==> config.mk <==
export PLATFORM = sky130hd
export DESIGN_NAME = flash_wp_status
export DESIGN_NICKNAME = d
export VERILOG_FILES = /design/src/rtl/wp_pkg.sv /design/src/rtl/wp_rst_sync.sv /design/src/rtl/wp_region_decode.sv /design/src/rtl/wp_cmd_judge.sv /design/src/rtl/flash_wp_status.sv
export SDC_FILE = /design/constraint.sdc
export NUM_CORES = 1
export LEC_CHECK = 0
export BUFFER_PORTS_ARGS = -buffer_cell sky130_fd_sc_hd__buf_2
export CAP_MARGIN = 20
export CORE_MARGIN = 4
export CORE_UTILIZATION = 42
export CTS_CLUSTER_DIAMETER = 120
export DETAILED_ROUTE_END_ITERATION = 12
export PLACE_DENSITY = 0.9
export RECOVER_POWER = 50
export SETUP_SLACK_MARGIN = 0.02
export SLEW_MARGIN = 20
export SYNTH_ARGS = -nofsm -noshare
export SYNTH_HDL_FRONTEND = slang
export SYNTH_HIERARCHICAL = 1
export SYNTH_SLANG_ARGS = --single-unit
==> constraint.sdc <==
create_clock -name clk -period 0.8 [get_ports clk]
set_input_delay 0.12 -clock clk [delete_from_list [all_inputs] [get_ports clk]]
set_output_delay 0.12 -clock clk [all_outputs]
set_load 0.01 [all_outputs]
==> src/rtl/wp_pkg.sv <==
package wp_pkg;

  typedef enum logic [2:0] {
    CMD_WREN   = 3'd0,
    CMD_WRDI   = 3'd1,
    CMD_STATWR = 3'd2,
    CMD_PROG   = 3'd3,
    CMD_SECER  = 3'd4,
    CMD_BLKER  = 3'd5,
    CMD_CHIPER = 3'd6,
    CMD_UNDEF  = 3'd7
  } cmd_kind_e;

  localparam int unsigned PROT_W      = 3;
  localparam int unsigned ST_BUSY     = 0;
  localparam int unsigned ST_WEL      = 1;
  localparam int unsigned ST_PROT_LO  = 2;
  localparam int unsigned ST_LOCK     = 7;

endpackage

==> src/rtl/wp_rst_sync.sv <==
module wp_rst_sync #(
  parameter int unsigned STAGES = 2
) (
  input  logic clk,
  input  logic arst_n,
  output logic srst_n
);

  logic [STAGES-1:0] chain_q;
  logic [STAGES-1:0] chain_d;

  always_comb begin
    chain_d = {chain_q[STAGES-2:0], 1'b1};
  end

  always_ff @(posedge clk or negedge arst_n) begin
    if (!arst_n) begin
      chain_q <= '0;
    end else begin
      chain_q <= chain_d;
    end
  end

  assign srst_n = chain_q[STAGES-1];

endmodule

==> src/rtl/wp_region_decode.sv <==
module wp_region_decode #(
  parameter int unsigned ADDR_W = 18,
  parameter int unsigned PROT_W = 3
) (
  input  logic [PROT_W-1:0] prot,
  input  logic [ADDR_W-1:0] addr,
  output logic              in_region
);

  localparam int unsigned TOP = (1 << PROT_W) - 1;

  logic [TOP:0] hit_by_level;

  assign hit_by_level[0]   = 1'b0;
  assign hit_by_level[TOP] = 1'b1;

  generate
    for (genvar g = 1; g < TOP; g++) begin : g_level
      // level g protects the top 1/2^(TOP-g): all TOP-g upper address bits set
      assign hit_by_level[g] = &addr[ADDR_W-1 -: (TOP - g)];
    end
  endgenerate

  assign in_region = hit_by_level[prot];

endmodule

==> src/rtl/wp_cmd_judge.sv <==
module wp_cmd_judge
  import wp_pkg::*;
#(
  parameter int unsigned ADDR_W   = 18,
  parameter int unsigned PAGE_W   = 8,
  parameter int unsigned SECTOR_W = 12,
  parameter int unsigned BLOCK_W  = 16
) (
  input  cmd_kind_e         kind,
  input  logic [ADDR_W-1:0] addr,
  input  logic              wel,
  input  logic [PROT_W-1:0] prot,
  input  logic              lock,
  input  logic              busy,
  output logic              grant,
  output logic              array_op
);

  localparam logic [ADDR_W-1:0] PAGE_SPAN   = {{(ADDR_W-PAGE_W){1'b0}},   {PAGE_W{1'b1}}};
  localparam logic [ADDR_W-1:0] SECTOR_SPAN = {{(ADDR_W-SECTOR_W){1'b0}}, {SECTOR_W{1'b1}}};
  localparam logic [ADDR_W-1:0] BLOCK_SPAN  = {{(ADDR_W-BLOCK_W){1'b0}},  {BLOCK_W{1'b1}}};

  logic [ADDR_W-1:0] span;
  logic [ADDR_W-1:0] unit_end;
  logic              unit_hit;

  always_comb begin
    unique case (kind)
      CMD_PROG:  span = PAGE_SPAN;
      CMD_SECER: span = SECTOR_SPAN;
      CMD_BLKER: span = BLOCK_SPAN;
      default:   span = '0;
    endcase
  end

  // the highest byte of the unit is the one that reaches furthest into the top region
  assign unit_end = addr | span;

  wp_region_decode #(
    .ADDR_W (ADDR_W),
    .PROT_W (PROT_W)
  ) u_region (
    .prot      (prot),
    .addr      (unit_end),
    .in_region (unit_hit)
  );

  always_comb begin
    grant    = 1'b0;
    array_op = 1'b0;
    unique case (kind)
      CMD_WREN, CMD_WRDI: grant = !busy;
      CMD_STATWR:         grant = !busy && wel && !lock;
      CMD_PROG, CMD_SECER, CMD_BLKER: begin
        grant    = !busy && wel && !unit_hit;
        array_op = 1'b1;
      end
      CMD_CHIPER: begin
        grant    = !busy && wel && (prot == '0);
        array_op = 1'b1;
      end
      default:            grant = 1'b0;
    endcase
  end

endmodule

==> src/rtl/flash_wp_status.sv <==
module flash_wp_status
  import wp_pkg::*;
#(
  parameter int unsigned ADDR_W      = 18,
  parameter int unsigned PAGE_W      = 8,
  parameter int unsigned SECTOR_W    = 12,
  parameter int unsigned BLOCK_W     = 16,
  parameter int unsigned SYNC_STAGES = 2
) (
  input  logic              clk,
  input  logic              por_n,
  input  logic              rst_n,
  input  logic              cmd_valid,
  input  logic [2:0]        cmd_kind,
  input  logic [ADDR_W-1:0] cmd_addr,
  input  logic [7:0]        cmd_wdata,
  input  logic              busy_in,
  output logic              cmd_accept,
  output logic              cmd_reject,
  output logic              exec_pulse,
  output logic [7:0]        status_byte
);

  logic por_ok;
  logic soft_ok;
  logic soft_raw_n;

  assign soft_raw_n = rst_n & por_n;

  wp_rst_sync #(.STAGES(SYNC_STAGES)) u_por_sync (
    .clk    (clk),
    .arst_n (por_n),
    .srst_n (por_ok)
  );

  wp_rst_sync #(.STAGES(SYNC_STAGES)) u_soft_sync (
    .clk    (clk),
    .arst_n (soft_raw_n),
    .srst_n (soft_ok)
  );

  cmd_kind_e         kind;
  logic              wel_q, wel_d;
  logic [PROT_W-1:0] prot_q, prot_d;
  logic              lock_q, lock_d;
  logic              acc_q, acc_d;
  logic              rej_q, rej_d;
  logic              exec_q, exec_d;
  logic              grant;
  logic              array_op;
  logic              nv_en;
  logic              wel_en;

  assign kind = cmd_kind_e'(cmd_kind);

  wp_cmd_judge #(
    .ADDR_W   (ADDR_W),
    .PAGE_W   (PAGE_W),
    .SECTOR_W (SECTOR_W),
    .BLOCK_W  (BLOCK_W)
  ) u_judge (
    .kind     (kind),
    .addr     (cmd_addr),
    .wel      (wel_q),
    .prot     (prot_q),
    .lock     (lock_q),
    .busy     (busy_in),
    .grant    (grant),
    .array_op (array_op)
  );

  // clock enables
  assign wel_en = cmd_valid && grant;
  assign nv_en  = cmd_valid && grant && (kind == CMD_STATWR);

  // next state
  always_comb begin
    wel_d  = wel_q;
    prot_d = prot_q;
    lock_d = lock_q;
    acc_d  = cmd_valid && grant;
    rej_d  = cmd_valid && !grant;
    exec_d = cmd_valid && grant && array_op;
    unique case (kind)
      CMD_WREN: wel_d = 1'b1;
      CMD_WRDI: wel_d = 1'b0;
      CMD_STATWR: begin
        wel_d  = 1'b0;
        prot_d = cmd_wdata[ST_PROT_LO +: PROT_W];
        lock_d = cmd_wdata[ST_LOCK];
      end
      default:  wel_d = 1'b0;
    endcase
  end

  // non-volatile bits: cleared by power-on reset only
  always_ff @(posedge clk or negedge por_ok) begin
    if (!por_ok) begin
      prot_q <= '0;
      lock_q <= 1'b0;
    end else if (nv_en) begin
      prot_q <= prot_d;
      lock_q <= lock_d;
    end
  end

  // volatile latch
  always_ff @(posedge clk or negedge soft_ok) begin
    if (!soft_ok) begin
      wel_q <= 1'b0;
    end else if (wel_en) begin
      wel_q <= wel_d;
    end
  end

  // verdict registers
  always_ff @(posedge clk or negedge soft_ok) begin
    if (!soft_ok) begin
      acc_q  <= 1'b0;
      rej_q  <= 1'b0;
      exec_q <= 1'b0;
    end else begin
      acc_q  <= acc_d;
      rej_q  <= rej_d;
      exec_q <= exec_d;
    end
  end

  assign cmd_accept  = acc_q;
  assign cmd_reject  = rej_q;
  assign exec_pulse  = exec_q;
  assign status_byte = {lock_q, 2'b00, prot_q, wel_q, busy_in};

endmodule

Word-level counts from Yosys, hierarchy flattened

Cells that the tools add are included.

Latch bits: 0
Memories kept: 0
Logic and storage cells: 46
Register bits: 12
Bits in read-only memories: 0
Output and inout port bits: 11
Memory bits (writable): 0

Divide/modulo/power cells: 0
Shifts and indexed selects: 0
$mul: 0
Bitwise logic cells: 2
$add $sub $neg: 0
Magnitude comparators: 1
Equality and inequality tests: 6
Mux-type cells: 6
Reductions and logical operators: 23

Operators with widths:

| cell                 | count |
|---|---|
| $pmux W16 S3         | 1 |
| $or A18 B16 Y18      | 1 |
| $eq A3 B3 Y1 const B | 3 |
| $logic_and A1 B1 Y1  | 8 |
| $eq A3 B2 Y1 const B | 2 |
| $logic_not A3 Y1     | 2 |
| $reduce_and A6 Y1    | 1 |
| $reduce_and A5 Y1    | 1 |
| $logic_not A1 Y1     | 4 |
| $lt A3 B4 Y1 const B | 1 |
| $pmux W1 S4          | 1 |
| $reduce_and A2 Y1    | 2 |
| $reduce_and A4 Y1    | 1 |
| $reduce_or A4 Y1     | 1 |
| $bmux W1 S3          | 1 |
| $eq A3 B1 Y1 const B | 1 |
| $mux W1              | 3 |
| $reduce_and A3 Y1    | 1 |
| $reduce_or A3 Y1     | 1 |
| $reduce_or A2 Y1     | 1 |
| $and A1 B1 Y1        | 1 |

Logic depth before layout (Yosys ltp)

Gate-level depths: netlist of the first run.

Word-level depth: 12
Gate-level depth with buffers: 12
Mapped depth without buffers: 11

Modules after synthesis

The synthesis of the first run kept the hierarchy.

By module, submodules not included:

| module           | seq. area each (sq um) | cells an instance | instances | area an instance (sq um) |
|---|---|---|---|---|
| flash_wp_status  | 200.2                  | 27                | 1         | 370.4 |
| wp_cmd_judge     | 0.0                    | 29                | 1         | 225.2 |
| wp_rst_sync      | 50.0                   | 3                 | 2         | 53.8 |
| wp_region_decode | 0.0                    | 6                 | 1         | 46.3 |

Worst setup path before layout of the first run

OpenSTA, ideal clock, no wires.

Kind: register to register
Start point: register prot_q[0]
End point: register lock_q
Arrival time: 2.015 ns
Path buffers: 0
Required time: 0.675 ns
Path slack: -1.340 ns
Cell stages (with the launch flop): 10
Setup time: 0.125 ns
Cell sequence: dfrtp_1 o211a_1 a311oi_1 nor3_1 nand3b_1 a21boi_1 o32ai_1 and2_4 nand3_4 mux2_4

Word-level cells in the longest chain between the ends: 8
Elaborated cells on any way between the ends: 10

RTL lines:

| item                               | RTL line               | source |
|---|---|---|
| start, declared                    | flash_wp_status.sv:44  | `logic [PROT_W-1:0] prot_q, prot_d;` |
| start signal, assigned             | flash_wp_status.sv:102 | `prot_q <= prot_d;` |
| $bmux W1 S3                        | wp_region_decode.sv:24 | `assign in_region = hit_by_level[prot];` |
| $mux W1 (not written as such)      | wp_region_decode.sv:24 |  |
| named net u_judge.unit_hit         | wp_cmd_judge.sv:25     | `logic unit_hit;` |
| $logic_not A1 Y1                   | wp_cmd_judge.sv:55     | `grant = !busy && wel && !unit_hit;` |
| $logic_and A1 B1 Y1                | wp_cmd_judge.sv:55     |  |
| $pmux W1 S4                        | wp_cmd_judge.sv:51     | `unique case (kind)` |
| named net grant                    | flash_wp_status.sv:49  | `logic grant;` |
| $logic_and A1 B1 Y1                | n/a                    |  |
| named net acc_d                    | flash_wp_status.sv:46  | `logic acc_q, acc_d;` |
| $logic_and A1 B1 Y1                | flash_wp_status.sv:74  | `assign nv_en = cmd_valid && grant && (kind == CMD_STATWR);` |
| $reduce_and A2 Y1 (no source line) | n/a                    |  |
| end signal, assigned               | flash_wp_status.sv:103 | `lock_q <= lock_d;` |
| end, declared                      | flash_wp_status.sv:45  | `logic lock_q, lock_d;` |

The timed path passes the listed nets, and every way through them passes these cells. The select of a mux whose other input is x is not followed.
A chain may end at the register's enable or synchronous reset.

Worst setup path in the final report of the first run

Start point: register prot_q[0]
End point: register prot_q[0]

Word-level cells in the longest chain between the ends: 8
Elaborated cells on any way between the ends: 10

RTL lines:

| item                               | RTL line |
|---|---|
| $bmux W1 S3                        | wp_region_decode.sv:24 |
| $mux W1 (not written as such)      | wp_region_decode.sv:24 |
| named net u_judge.unit_hit         | wp_cmd_judge.sv:25 |
| $logic_not A1 Y1                   | wp_cmd_judge.sv:55 |
| $logic_and A1 B1 Y1                | wp_cmd_judge.sv:55 |
| $pmux W1 S4                        | wp_cmd_judge.sv:51 |
| named net grant                    | flash_wp_status.sv:49 |
| $logic_and A1 B1 Y1                | n/a |
| named net acc_d                    | flash_wp_status.sv:46 |
| $logic_and A1 B1 Y1                | flash_wp_status.sv:74 |
| $reduce_and A2 Y1 (no source line) | n/a |

The timed path passes the listed nets, and every way through them passes these cells. The select of a mux whose other input is x is not followed.

==> results.sh, run 1 <==
export IMPL_drt_first_iter_violations=3
export IMPL_ff2ff_path_depth=9
export IMPL_crit_path_cell_trace="o211a_1 -> a311oi_2 -> nor3_2 -> nand3b_1 -> a21boi_2 -> o32ai_2 -> and2_4 -> nand3_4 -> mux2_4"
export IMPL_report_final_slew_viol_count=0
export IMPL_worst_ir_drop_vdd_uv=1450
export IMPL_grt_setup_unrepaired="yes"
export IMPL_place_hpwl_mm=1.10
export IMPL_htree_num_levels=1
export IMPL_drive_above_1_share=0.663
export IMPL_floorplan_die_area_um2=2230
export IMPL_cts_sink_count=12
export IMPL_grt_max_degree=8
export IMPL_clk_pin_slew_ps=70
export IMPL_chipWidth_um=47.2
export IMPL_drt_pass1_iterations=3
export IMPL_grt_pass1_wl_mm=2.37
export IMPL_slowest_delay_ps=430
export IMPL_latest_clock_arrival_within_the_worst_skew_pair_ps=270
export IMPL_syn2layout_area_growth_pct=56.9
export IMPL_timing_clock_skew_ps=2.72
export IMPL_violations_in_the_final_reports="setup timing"
export IMPL_outcome="complete, but fails checks"
export IMPL_finalCritPeriodShare=2.71
export IMPL_finalWorstSetupSlack_ps=-1370
export IMPL_cts_tree="built"
export IMPL_antenna_cells_inserted=0
export IMPL_critPathMaxFanout=4
export IMPL_floorplan_io_pins=45
export IMPL_route_detailed_wl_per_inst_um=14.2
export IMPL_routed_via_density=5.16
export IMPL_max_cap_check_violation_count=0
export IMPL_netlist_instances=54
export IMPL_fmaxAchievable_mhz=461
export IMPL_power_density_cell_area_nw_per_um2=2140
export IMPL_routabilityCongestion=0.832
export IMPL_route_final_wire_length_mm=1.61
export IMPL_initial_core_util=0.472
export IMPL_total_power_mw=2.16
export IMPL_timing_hold_worst_class="flop to asynchronous set/reset pin"
export IMPL_root_buffer="sky130_fd_sc_hd__clkbuf_4"
export IMPL_yosysWarningCount=6
export IMPL_final_nets=133
export IMPL_fp_row_count=13
export IMPL_overflow=0
export IMPL_design_area_um2=1010
export IMPL_ctsLongestPathBuffers=2
export IMPL_setup_worst_path_end_class="flop"
export IMPL_via_count=583
export IMPL_regToRegEndpoint="prot_q[0]"
export IMPL_worst_ep_required_time_ps=960
export IMPL_rr_startpoint="prot_q[0]"
export IMPL_grt_pass1_vias=569
export IMPL_fin_worst_hold_slack_ps=54.8
export IMPL_placed_area_um2=833
export IMPL_remaining_drc_errors=0
export IMPL_worstSetupStartpointType="flop"
export IMPL_number_of_antenna_violations_at_the_first_check_in_global_routing=0
export IMPL_synth_area_um2=644
export IMPL_timing_reg2reg_setup_slack_ps=-1370
export IMPL_power_leakage_nw=0.517
export IMPL_worst_ep_arrival_time_ps=2330
export IMPL_io_buffer_count=26
export IMPL_fp_dieH_um=47.2
export IMPL_layout_core_utilization=0.740
export IMPL_post_synth_cell_area_avg_um2=11.9
export IMPL_cts_buffers_inserted=3
export IMPL_final_hold_viol_count=0
export IMPL_critical_path_slowest_stage_cell="sky130_fd_sc_hd__dfrtp_2"
export IMPL_ant_nets=0
export IMPL_grtUsageTotal=0.159
export IMPL_final_period_minus_worst_setup_slack_ps=2170
export IMPL_setup_viol_count_final=16
export IMPL_critPathKind="flop to flop"
export IMPL_core_um2=1370
==> registers in the layout, summed over array words and instances (netlist names) <==
register	count
prot_q	3
u_por_sync/chain_q	2
u_soft_sync/chain_q	2
cmd_accept	1
cmd_reject	1
exec_pulse	1
lock_q	1
wel_q	1
==> routing by layer <==
layer / up-vias / track usage / wire [um]
li1: 272 / - / -
met1: 285 / 0.156 / 611
met2: 21 / 0.287 / 845
met3: 5 / 0.0460 / 106
met4: 0 / 0.105 / 44
met5: - / 0 / 0
==> through the flow <==
step / setup slack, ps / setup TNS [ps] / std cells
2_1_floorplan: -1250 / -8380 / 55
3_3_place_gp: -1340 / -9080 / 100
3_5_place_dp: -1420 / -9610 / 100
4_1_cts: -1300 / -10690 / 110
5_1_grt: -1440 / -12250 / 113
6_report: -1370 / -11480 / 113
==> worst max-delay path: cells and delay by family, from the launching register on <==
family          cells  cell delay, ps
mux                 1             310
simple gates        4             550
compound gates      4             770
flops               1             430
==> placed cells by master (no fill, tap or decap), types with 2 or more instances in the layout <==
master and count:
sky130_fd_sc_hd__mux2_4 4, sky130_fd_sc_hd__buf_2 21, sky130_fd_sc_hd__dfrtp_2 2, sky130_fd_sc_hd__buf_4 13, sky130_fd_sc_hd__nand2b_1 4, sky130_fd_sc_hd__dlygate4sd3_1 2, sky130_fd_sc_hd__conb_1 4, sky130_fd_sc_hd__nand3b_1 3
sky130_fd_sc_hd__dfrtp_1 10, sky130_fd_sc_hd__mux2i_1 2, sky130_fd_sc_hd__nand2_1 2, sky130_fd_sc_hd__buf_6 9, sky130_fd_sc_hd__clkbuf_4 3
==> how the worst max path moves through the flow <==
stage           startpoint        end  slack [ps]
5_1_grt          prot_q[0]  prot_q[1]       -1440
3_5_place_dp   cmd_kind[2]  prot_q[0]       -1420
2_1_floorplan    prot_q[0]  prot_q[0]       -1250
6_report         prot_q[0]  prot_q[0]       -1370
3_3_place_gp   cmd_kind[1]  prot_q[2]       -1340
4_1_cts          prot_q[0]  prot_q[0]       -1300
==> cell type report <==
cell class	instances	area, um^2
flip-flops and latches	12	303
inverters	1	3.75
well taps	15	18.8
repair buffers	45	324
multi-input cells	36	335
fillers	92	355
clock buffers	4	26.3
==> power breakdown <==
part           switching [mW]  internal (mW)
clock                   0.187          0.194
combinational           0.360          0.622
sequential             0.0930          0.708
total                   0.640           1.52
==> what timing repair did <==
| item | CTS | global route |
|---|---|---|
| pin swaps | 1 | 7 |
| hold endpoints to repair | 4 | 0 |
| endpoints found under the setup margin | 16 | 16 |
| hold buffers | 2 | 0 |
| gates resized for setup | 9 | 7 |
| setup buffers | 4 | 4 |
Note: power is estimated with default switching activity, not from simulation.
==> run 2, diff against run 1 <==
CORE_MARGIN = 2   (was 4)
SETUP_SLACK_MARGIN = default   (was 0.02)
==> results.sh, run 2 (synthesis gave the netlist of run 1 again) <==
export IMPL_finalCritPeriodShare=2.69
export IMPL_worst_setup_path_startpoint="prot_q[0]"
export IMPL_number_of_antenna_violations_at_the_first_check_in_global_routing=0
export IMPL_rr_startpoint="prot_q[0]"
export IMPL_setup_worst_path_end_class="flop"
export IMPL_io_buffer_count=26
export IMPL_finalWorstSetupSlack_ps=-1360
export IMPL_power_leakage_nw=0.517
export IMPL_worstSetupStartpointType="flop"
export IMPL_root_buffer="sky130_fd_sc_hd__clkbuf_4"
export IMPL_route_final_wire_length_mm=1.66
export IMPL_power_switching_mw=0.644
export IMPL_critPathMaxFanout=4
export IMPL_power_frac_seq=0.356
export IMPL_grt_pass1_wl_mm=2.68
export IMPL_p_comb_frac=0.432
export IMPL_placed_cells_incl_taps=103
export IMPL_dp_slack_ps=-1440
export IMPL_via_count=562
export IMPL_timing_hold_worst_class="flop to asynchronous set/reset pin"
export IMPL_intPower_mw=1.59
export IMPL_grtUsageTotal=0.204
export IMPL_overflow=0
export IMPL_final_period_minus_worst_setup_slack_ps=2160
export IMPL_core_um2=1470
export IMPL_fmaxAchievable_mhz=464
export IMPL_latest_clock_arrival_within_the_worst_skew_pair_ps=270
export IMPL_remaining_drc_errors=0
export IMPL_power_density_cell_area_nw_per_um2=2200
export IMPL_registers_top_by_ff_count="prot_q"
export IMPL_fin_worst_hold_slack_ps=61.0
export IMPL_regArea_um2=303
export IMPL_cts_tree="built"
export IMPL_max_cap_check_violation_count=0
export IMPL_route_detailed_wl_per_inst_um=14.7
export IMPL_reg_top3="prot_q (3), u_por_sync/chain_q (2), u_soft_sync/chain_q (2)"
export IMPL_critical_path_slowest_stage_cell="sky130_fd_sc_hd__dfrtp_2"
export IMPL_drt_pass1_iterations=4
export IMPL_routabilityCongestion=0.809
export IMPL_setup_viol_count_final=16
export IMPL_leading_cell_type_in_the_layout_fill_and_taps_excluded="sky130_fd_sc_hd__buf_2"
export IMPL_grt_pass1_vias=605
export IMPL_initial_core_util=0.438
export IMPL_worst_ir_drop_vdd_uv=1750
export IMPL_place_hpwl_mm=1.22
export IMPL_fp_dieH_um=43.2
export IMPL_violations_in_the_final_reports="setup timing"
export IMPL_antenna_cells_inserted=0
export IMPL_fp_row_count=14
export IMPL_fin_cells=113
export IMPL_largest_reg_flops=3
export IMPL_worst_ep_required_time_ps=960
export IMPL_cts_buffers_inserted=3
export IMPL_htree_num_levels=1
export IMPL_timing_clock_skew_ps=3.84
export IMPL_clk_pin_slew_ps=70
export IMPL_floorplan_io_pins=45
export IMPL_routed_via_density=4.97
export IMPL_crit_path_cell_trace="o211a_1 -> a311oi_2 -> nor3_2 -> nand3b_1 -> a21boi_2 -> o32ai_2 -> and2_4 -> nand3_4 -> mux2_4"
export IMPL_placed_area_um2=850
export IMPL_slowest_delay_ps=410
export IMPL_floorplan_die_area_um2=1860
export IMPL_syn2layout_area_growth_pct=57.5
export IMPL_multi_input_comb_area_um2=335
export IMPL_cts_sink_count=12
export IMPL_ant_nets=0
export IMPL_final_setup_tns_ps=-11710
export IMPL_critPathKind="flop to flop"
export IMPL_final_nets=132
export IMPL_final_hold_viol_count=0
export IMPL_power_switching_share=0.289
export IMPL_grt_setup_unrepaired="yes"
export IMPL_worst_ep_arrival_time_ps=2310
export IMPL_report_final_slew_viol_count=0
export IMPL_ctsLongestPathBuffers=2
export IMPL_mostFrequentLayoutCells="21 x sky130_fd_sc_hd__buf_2, 10 x sky130_fd_sc_hd__dfrtp_1, 10 x sky130_fd_sc_hd__buf_6, 10 x sky130_fd_sc_hd__buf_4"
export IMPL_drive_above_1_share=0.660
export IMPL_grt_max_degree=8
export IMPL_drt_first_iter_violations=9
export IMPL_design_area_um2=1010
export IMPL_final_fill_count=118
export IMPL_chipWidth_um=43.2
export IMPL_clock_power_share=0.212
export IMPL_outcome="complete, but fails checks"
==> run 2: stage by stage <==
stage	util	total power, mW
3_3_place_gp	0.577	1.44
4_1_cts	0.675	2.19
6_report	0.690	2.23
3_5_place_dp	0.577	1.48
2_1_floorplan	-	1.16
5_1_grt	0.690	2.36
==> run 2: final timing paths <==
path / endpoint / cells after the start / slack (ps)
max: prot_q[2] / 9 / -1360
min: lock_q / 0 / 60
max reg2reg: prot_q[2] / 9 / -1360
min reg2reg: lock_q / 0 / 60
max in group asynchronous: u_soft_sync/chain_q[0] / 3 / 300
min in group clk: prot_q[0] / 2 / 80
==> run 2: layout make-up <==
cell class | count | area share
multi-input combinational | 36 | 0.330
clock buffer | 4 | 0.0358
sequential | 12 | 0.298
inverter | 1 | 0.00370
tap | 16 | 0.0197
timing repair buffer | 44 | 0.312
==> run 2: per-layer routing <==
layer	share of wire	global-route usage
met1	0.36	0.195
met2	0.58	0.400
met3	0.057	0.0809
met4	0	0.0364
met5	0	0
==> run 2: what timing repair did <==
item | CTS | global route
pin swaps | 4 | 0
endpoints found under the hold margin | 4 | 0
setup endpoints to repair | 16 | 16
hold buffers | 2 | 0
buffers inserted | 3 | 3
gates resized for setup | 15 | 3
==> run 2: critical path, delay by kind of cell, from the launching register on <==
kind	cells	cell delay, ps
compound gates	4	780
flops	1	410
mux	1	310
simple gates	4	540
==> run 2: power groups by stage <==
stage	Combinational (mW)	Sequential [mW]	Clock, mW
2_1_floorplan	0.326	0.837	0
3_3_place_gp	0.658	0.779	0
3_5_place_dp	0.695	0.785	0
4_1_cts	0.909	0.786	0.493
5_1_grt	1.02	0.801	0.537
6_report	0.964	0.794	0.472
